**src/rtl/spi_fifo_pkg.sv**
```systemverilog
`timescale 1ns/1ps
package spi_fifo_pkg;

  // Half period of the serial clock in system cycles; divisors below 2 act as 2.
  function automatic logic [15:0] sclk_half(input logic [15:0] div);
    return (div < 16'd2) ? 16'd1 : (div >> 1);
  endfunction

  // Occupancy strictly below a threshold.
  function automatic logic level_below(input logic [7:0] cnt, input logic [7:0] lvl);
    return cnt < lvl;
  endfunction

endpackage

```
**src/rtl/spi_word_fifo.sv**
```systemverilog
`timescale 1ns/1ps
module spi_word_fifo #(
  parameter int W     = 8,
  parameter int DEPTH = 16,
  localparam int AW   = (DEPTH > 1) ? $clog2(DEPTH) : 1,
  localparam int CW   = $clog2(DEPTH + 1)
) (
  input  logic          clk,
  input  logic          rst_n,
  input  logic          push,
  input  logic [W-1:0]  din,
  input  logic          pop,
  output logic [W-1:0]  dout,
  output logic [CW-1:0] count,
  output logic          full,
  output logic          empty,
  output logic          dropped
);
  logic [W-1:0]  mem [DEPTH];
  logic [AW-1:0] wr_ptr, rd_ptr;
  logic          do_push, do_pop;

  assign full    = (count == CW'(DEPTH));
  assign empty   = (count == '0);
  assign do_push = push && !full;
  assign do_pop  = pop && !empty;
  assign dropped = push && full;
  assign dout    = mem[rd_ptr];

  function automatic logic [AW-1:0] next_ptr(input logic [AW-1:0] p);
    return (p == AW'(DEPTH - 1)) ? '0 : p + 1'b1;
  endfunction

  always_ff @(posedge clk) begin
    if (do_push) mem[wr_ptr] <= din;
  end

  always_ff @(posedge clk or negedge rst_n) begin
    if (!rst_n) begin
      wr_ptr <= '0;
      rd_ptr <= '0;
      count  <= '0;
    end else begin
      if (do_push) wr_ptr <= next_ptr(wr_ptr);
      if (do_pop)  rd_ptr <= next_ptr(rd_ptr);
      case ({do_push, do_pop})
        2'b10:   count <= count + 1'b1;
        2'b01:   count <= count - 1'b1;
        default: count <= count;
      endcase
    end
  end

  AST_FIFO_BOUND: assert property (@(posedge clk) disable iff (!rst_n)
    count <= CW'(DEPTH));
  AST_DROP_KEEPS_FULL: assert property (@(posedge clk) disable iff (!rst_n)
    (push && full && !pop) |=> (count == CW'(DEPTH)));
endmodule

```
**src/rtl/spi_shift_engine.sv**
```systemverilog
`timescale 1ns/1ps
module spi_shift_engine #(
  parameter int W   = 8,
  localparam int BW = (W > 1) ? $clog2(W) : 1
) (
  input  logic         clk,
  input  logic         rst_n,
  input  logic [15:0]  half_cnt,
  input  logic         tx_avail,
  input  logic [W-1:0] tx_word,
  output logic         tx_take,
  input  logic         miso,
  output logic         sclk,
  output logic         mosi,
  output logic         rx_done,
  output logic [W-1:0] rx_word,
  output logic         active
);
  logic [15:0]   tick;
  logic [BW-1:0] bitn;
  logic [W-1:0]  tx_sh, rx_sh;
  logic          edge_now, rise_ev, fall_ev, last_fall;

  assign edge_now  = active && (tick >= half_cnt - 16'd1);
  assign rise_ev   = edge_now && !sclk;
  assign fall_ev   = edge_now && sclk;
  assign last_fall = fall_ev && (bitn == BW'(W - 1));
  assign tx_take   = tx_avail && (!active || last_fall);
  assign rx_done   = last_fall;
  assign rx_word   = rx_sh;
  assign mosi      = tx_sh[W-1];

  always_ff @(posedge clk or negedge rst_n) begin
    if (!rst_n) begin
      active <= 1'b0;
      sclk   <= 1'b0;
      tick   <= '0;
      bitn   <= '0;
      tx_sh  <= '0;
      rx_sh  <= '0;
    end else if (tx_take) begin
      active <= 1'b1;
      sclk   <= 1'b0;
      tick   <= '0;
      bitn   <= '0;
      tx_sh  <= tx_word;
    end else if (last_fall) begin
      active <= 1'b0;
      sclk   <= 1'b0;
      tick   <= '0;
    end else if (active) begin
      if (edge_now) begin
        tick <= '0;
        sclk <= ~sclk;
        if (rise_ev) rx_sh <= {rx_sh[W-2:0], miso};
        if (fall_ev) begin
          bitn  <= bitn + 1'b1;
          tx_sh <= {tx_sh[W-2:0], 1'b0};
        end
      end else begin
        tick <= tick + 16'd1;
      end
    end
  end

  AST_SCLK_IDLE_LOW: assert property (@(posedge clk) disable iff (!rst_n)
    !active |-> !sclk);
  AST_MOSI_HOLD_AT_RISE: assert property (@(posedge clk) disable iff (!rst_n)
    $rose(sclk) |-> $stable(mosi));
  AST_BACK_TO_BACK: assert property (@(posedge clk) disable iff (!rst_n)
    (rx_done && tx_avail) |=> (active && !sclk));
endmodule

```
**src/rtl/spi_fifo_master.sv**
```systemverilog
`timescale 1ns/1ps
module spi_fifo_master #(
  parameter int W     = 8,
  parameter int DEPTH = 16,
  parameter int DIV_W = 8,
  localparam int CW   = $clog2(DEPTH + 1)
) (
  input  logic             clk,
  input  logic             rst_n,
  input  logic             wr_en,
  input  logic [W-1:0]     wr_data,
  input  logic             rd_en,
  output logic [W-1:0]     rd_data,
  output logic             rx_empty,
  input  logic [DIV_W-1:0] clk_div,
  input  logic [CW-1:0]    tx_level,
  input  logic [CW-1:0]    rx_level,
  input  logic             tx_irq_en,
  input  logic             rx_irq_en,
  input  logic             cs_force,
  output logic             sclk,
  output logic             mosi,
  input  logic             miso,
  output logic             cs_n,
  output logic             busy,
  output logic             tx_irq,
  output logic             rx_irq,
  output logic             tx_ovf,
  output logic             rx_ovf
);
  import spi_fifo_pkg::*;

  logic [W-1:0]  tx_head, rx_word;
  logic [CW-1:0] tx_cnt, rx_cnt;
  logic          tx_full, tx_empty, tx_drop;
  logic          rx_full, rx_drop;
  logic          tx_take, rx_done, eng_active;
  logic [15:0]   half_cnt;

  assign half_cnt = sclk_half(16'(clk_div));

  spi_word_fifo #(.W(W), .DEPTH(DEPTH)) u_txq (
    .clk, .rst_n, .push(wr_en), .din(wr_data), .pop(tx_take),
    .dout(tx_head), .count(tx_cnt), .full(tx_full), .empty(tx_empty),
    .dropped(tx_drop));

  spi_word_fifo #(.W(W), .DEPTH(DEPTH)) u_rxq (
    .clk, .rst_n, .push(rx_done), .din(rx_word), .pop(rd_en),
    .dout(rd_data), .count(rx_cnt), .full(rx_full), .empty(rx_empty),
    .dropped(rx_drop));

  spi_shift_engine #(.W(W)) u_eng (
    .clk, .rst_n, .half_cnt, .tx_avail(!tx_empty), .tx_word(tx_head),
    .tx_take, .miso, .sclk, .mosi, .rx_done, .rx_word, .active(eng_active));

  assign busy   = eng_active || !tx_empty;
  assign cs_n   = !(busy || cs_force);
  assign tx_irq = tx_irq_en && level_below(8'(tx_cnt), 8'(tx_level));
  assign rx_irq = rx_irq_en && !level_below(8'(rx_cnt), 8'(rx_level));

  always_ff @(posedge clk or negedge rst_n) begin
    if (!rst_n) begin
      tx_ovf <= 1'b0;
      rx_ovf <= 1'b0;
    end else begin
      if (tx_drop) tx_ovf <= 1'b1;
      if (rx_drop) rx_ovf <= 1'b1;
    end
  end

  AST_CS_AUTO_IDLE: assert property (@(posedge clk) disable iff (!rst_n)
    (!eng_active && tx_empty && !cs_force) |-> cs_n);
  AST_CS_FORCE: assert property (@(posedge clk) disable iff (!rst_n)
    cs_force |-> !cs_n);
  AST_TX_OVF_STICKY: assert property (@(posedge clk) disable iff (!rst_n)
    tx_ovf |=> tx_ovf);
  AST_RX_OVF_STICKY: assert property (@(posedge clk) disable iff (!rst_n)
    rx_ovf |=> rx_ovf);
  AST_RX_DROP_FLAGS: assert property (@(posedge clk) disable iff (!rst_n)
    (rx_done && rx_full) |=> rx_ovf);
endmodule

```
**config.mk**
```make
export PLATFORM = sky130hd
export DESIGN_NAME = spi_fifo_master
export DESIGN_NICKNAME = d
export VERILOG_FILES = /design/src/rtl/spi_fifo_pkg.sv /design/src/rtl/spi_word_fifo.sv /design/src/rtl/spi_shift_engine.sv /design/src/rtl/spi_fifo_master.sv
export SDC_FILE = /design/constraint.sdc
export NUM_CORES = 1
export LEC_CHECK = 0
export BUFFER_PORTS_ARGS = -buffer_cell sky130_fd_sc_hd__buf_4
export CAP_MARGIN = 20
export CORE_ASPECT_RATIO = 1.2
export CORE_UTILIZATION = 40
export DETAILED_ROUTE_END_ITERATION = 10
export PLACE_DENSITY = 0.57
export SLEW_MARGIN = 20
export SYNTH_ARGS = -nofsm -noshare
export SYNTH_HDL_FRONTEND = slang
export SYNTH_SLANG_ARGS = --single-unit
```
**constraint.sdc**
```tcl
create_clock -name clk -period 4.1 [get_ports clk]
set_input_delay 0.615 -clock clk [delete_from_list [all_inputs] [get_ports clk]]
set_output_delay 0.615 -clock clk [all_outputs]
set_load 0.1 [all_outputs]
```
==> flow_summary.json <==
{
  "synth_edf_count": 256,
  "syn_area_sq_um": 14100,
  "final_cell_mix": "edfxtp_1 (256), buf_4 (84), dfrtp_1 (63)",
  "grt_use_total_pct": 16.0,
  "slew_viol_final": 0,
  "required_ns": 4.46,
  "rows": 75,
  "setup_violations": 0,
  "drc": 0,
  "dp_hpwl_mm": 18.4,
  "avgViaCountPerCell": 5.21,
  "fin_crit_ns": 3.65,
  "cap_violations": 0,
  "synthCells": 898,
  "finalHoldViolCount": 0,
  "synthDistinctLibCells": 65,
  "status": "finished clean",
  "postSynth.asyncResetShare_pct": 20.2,
  "die_area_sq_um": 36100,
  "rsz0062_at_grt": "no",
  "start_kind": "input pin",
  "grt_pass1_wl_mm": 44.6,
  "end_kind": "flop",
  "fillers": 3070,
  "gr-total-overflow": 0,
  "clock-root-buffer": "clkbuf_16",
  "die_h_um": 208,
  "final_nets": 1067,
  "cp_cell_sequence": "buf_4, nor4_2, a21oi_1, buf_4, ha_1, nand2b_1, a2111oi_1, nand3b_2, buf_4, nand4_1, nand2_1, inv_1, ha_1, inv_1, fa_1, inv_1, a21o_1, a21oi_1, xnor2_1, nor2_1, xor2_1",
  "tightestPinTransition_ns": 1.03,
  "clock-sinks": 321,
  "worst-path-max-fanout": 3,
  "drive_gt1_share_pct": 21.0,
  "avgSynthCellArea_sq_um": 15.7,
  "post-cts-setup-buffer-count": 0,
  "ir_drop_mv": 0.385,
  "hp-class": "in -> async",
  "crit_path_max_incr_delay_ns": 0.43,
  "ys_seq_area_share_pct": 65.9,
  "fin_skew_ns": 0.0222,
  "diodes": 0,
  "crit_type": "in -> reg",
  "timing.final.crit_share_pct": 89.0,
  "cellLeakagePower_uw": 0.00599,
  "core_sq_um": 34900,
  "critPathSlowestCell": "a2111oi_1",
  "syn2layout_area_growth_pct": 15.3,
  "p_per_area_nw_per_um2": 548,
  "numCtsBuffers": 34,
  "ys.flop_type": "edfxtp_1",
  "fmax_mhz": 274,
  "path_clk_slew_ns": 0.06,
  "drt_first_pass_iters": 5,
  "h-tree-depth": 2,
  "worst_ep_arrival_time_ns": 4.01,
  "stdcell_area_sq_um": 16300,
  "vias": 7663,
  "reg2regPathDepth": 18,
  "ios": 51,
  "grt_max_degree": 66,
  "portBuffers": 49,
  "whs_ns": 0.223,
  "postRouteWirelength_mm": 28.2,
  "slew_headroom_pct": 31.1,
  "worstSkewPairLatency_ns": 0.51,
  "synth.yosys.warnings": 0,
  "wl_per_cell_um": 19.1,
  "antenna_found_initial": 0,
  "cts_tree": "yes",
  "clockBufferDepth": 3,
  "ant_nets": 0,
  "drt_iter0_markers": 416,
  "start_util_pct": 40.5,
  "die_w_um": 174,
  "grt_pass1_vias": 7817,
  "place_area_sq_um": 15200,
  "synth-seq-cells": 321,
  "gp_congestion": 0.740,
  "final_common_cell": "edfxtp_1"
}
## per-layer routing
metal	vias to the layer above	share of wire, %	GRT usage (%)
met5	-	0	0
met4	0	1.8	4.48
met3	39	2.6	2.34
met2	101	53	29.2
met1	3862	42	19.7
li1	3661	-	-
## critical path, delay by kind of cell
| kind | cells | cell delay, ns |
|---|---|---|
| compound gates | 4 | 0.92 |
| xor+xnor | 2 | 0.28 |
| fa+ha+maj | 3 | 0.67 |
| buf+inv | 6 | 0.60 |
| simple gates | 6 | 0.94 |
## path summary, 6_finish.rpt
| path | to | startpoint | slack, ns |
|---|---|---|---|
| setup / recovery | u_txq.count[4] | clk_div[4] | 0.45 |
| hold reg to reg | tx_ovf | tx_ovf | 0.47 |
| setup reg to reg | u_txq.count[4] | u_eng.tick[0] | 0.76 |
| max in group asynchronous | u_rxq.rd_ptr[0] | rst_n | 3.23 |
| min in group clk | u_eng.rx_word[0] | miso | 0.37 |
| hold / removal | u_txq.wr_ptr[1] | rst_n | 0.22 |
## what timing repair did
| item | 4_1_cts | 5_1_grt |
|---|---|---|
| gates resized for setup | 0 | 1 |
| setup endpoints to repair | 0 | 2 |
| hold endpoints to repair | 0 | 0 |
| hold buffers | 0 | 0 |
## Yosys cell counts (all sizes together), types with 2 or more instances
library cell,n,share of area (%)
nor2b,13,0.58
a31oi,9,0.40
inv,30,0.80
nand2b,8,0.35
xnor2,14,0.87
nor2,35,1.0
ha,46,4.1
and3,17,0.75
edfxtp,256,54
a41o,2,0.14
a21boi,2,0.11
nand3,26,0.92
fa,2,0.28
dfrtp,65,12
mux4,51,8.5
a211oi,5,0.27
a31o,2,0.12
a221oi,8,0.50
or3,2,0.088
xor2,14,0.87
mux2i,32,2.3
o211ai,5,0.27
nand4,6,0.31
and4,3,0.19
clkbuf,19,0.52
and2,7,0.31
mux2,20,1.6
nor3,12,0.61
nand2,45,1.2
nor4,5,0.33
a21o,11,0.58
a21oi,34,1.2
buf,23,1.1
a22oi,8,0.42
o21ai,47,1.7
## flip-flops by register name (all words and copies together) (netlist names), 5 cells and up
signal / count
u_txq.mem: 128
u_eng.tx_sh: 8
u_txq.count: 5
u_eng.rx_word: 8
u_rxq.count: 5
u_rxq.mem: 128
u_eng.tick: 16
## logic make-up (layout without fill, tap and decap cells)
| family | Yosys count | after routing | synth area share (%) |
|---|---|---|---|
| buffers and inverters | 72 | 175 | 2.41 |
| other | 1 | 9 | 0.0265 |
| xor gates and xnor gates | 28 | 28 | 1.73 |
| AOI/OAI and AO/OA | 141 | 141 | 6.22 |
| and+or+nand+nor | 184 | 184 | 6.99 |
| DFF | 321 | 321 | 65.9 |
| adders and majority gates | 48 | 48 | 4.35 |
| muxes | 103 | 103 | 12.4 |
## report_power, final
part           internal (uW)  leakage, uW  switching (uW)  total (uW)
logic                    660      0.00234            1150        1810
clock network           1850     0.000545            1230        3080
registers               3740      0.00311             300        4040
## final cells by class
type	instances	area, sq um	share of cell area (%)
Multi-Input combinational cell	513	4520	27.7
Clock inverter	19	200	1.23
Inverter	30	113	0.691
Clock buffer	41	918	5.64
Sequential cell	321	9320	57.2
Timing Repair Buffer	85	651	3.99
Tap cell	462	578	3.55
## metrics by stage
step	setup TNS, ns	setup slack, ns	std cells	utilization (%)	total power, uW
2_1_floorplan	0	0.0341	906	-	5400
3_3_place_gp	-0.147	-0.0837	1411	43.5	5920
3_5_place_dp	-0.241	-0.0868	1411	43.5	5950
4_1_cts	0	0.412	1471	46.7	9040
5_1_grt	0	0.0383	1471	46.7	9340
6_report	0	0.452	1471	46.7	8930
Power figures use the tool's default switching activity.
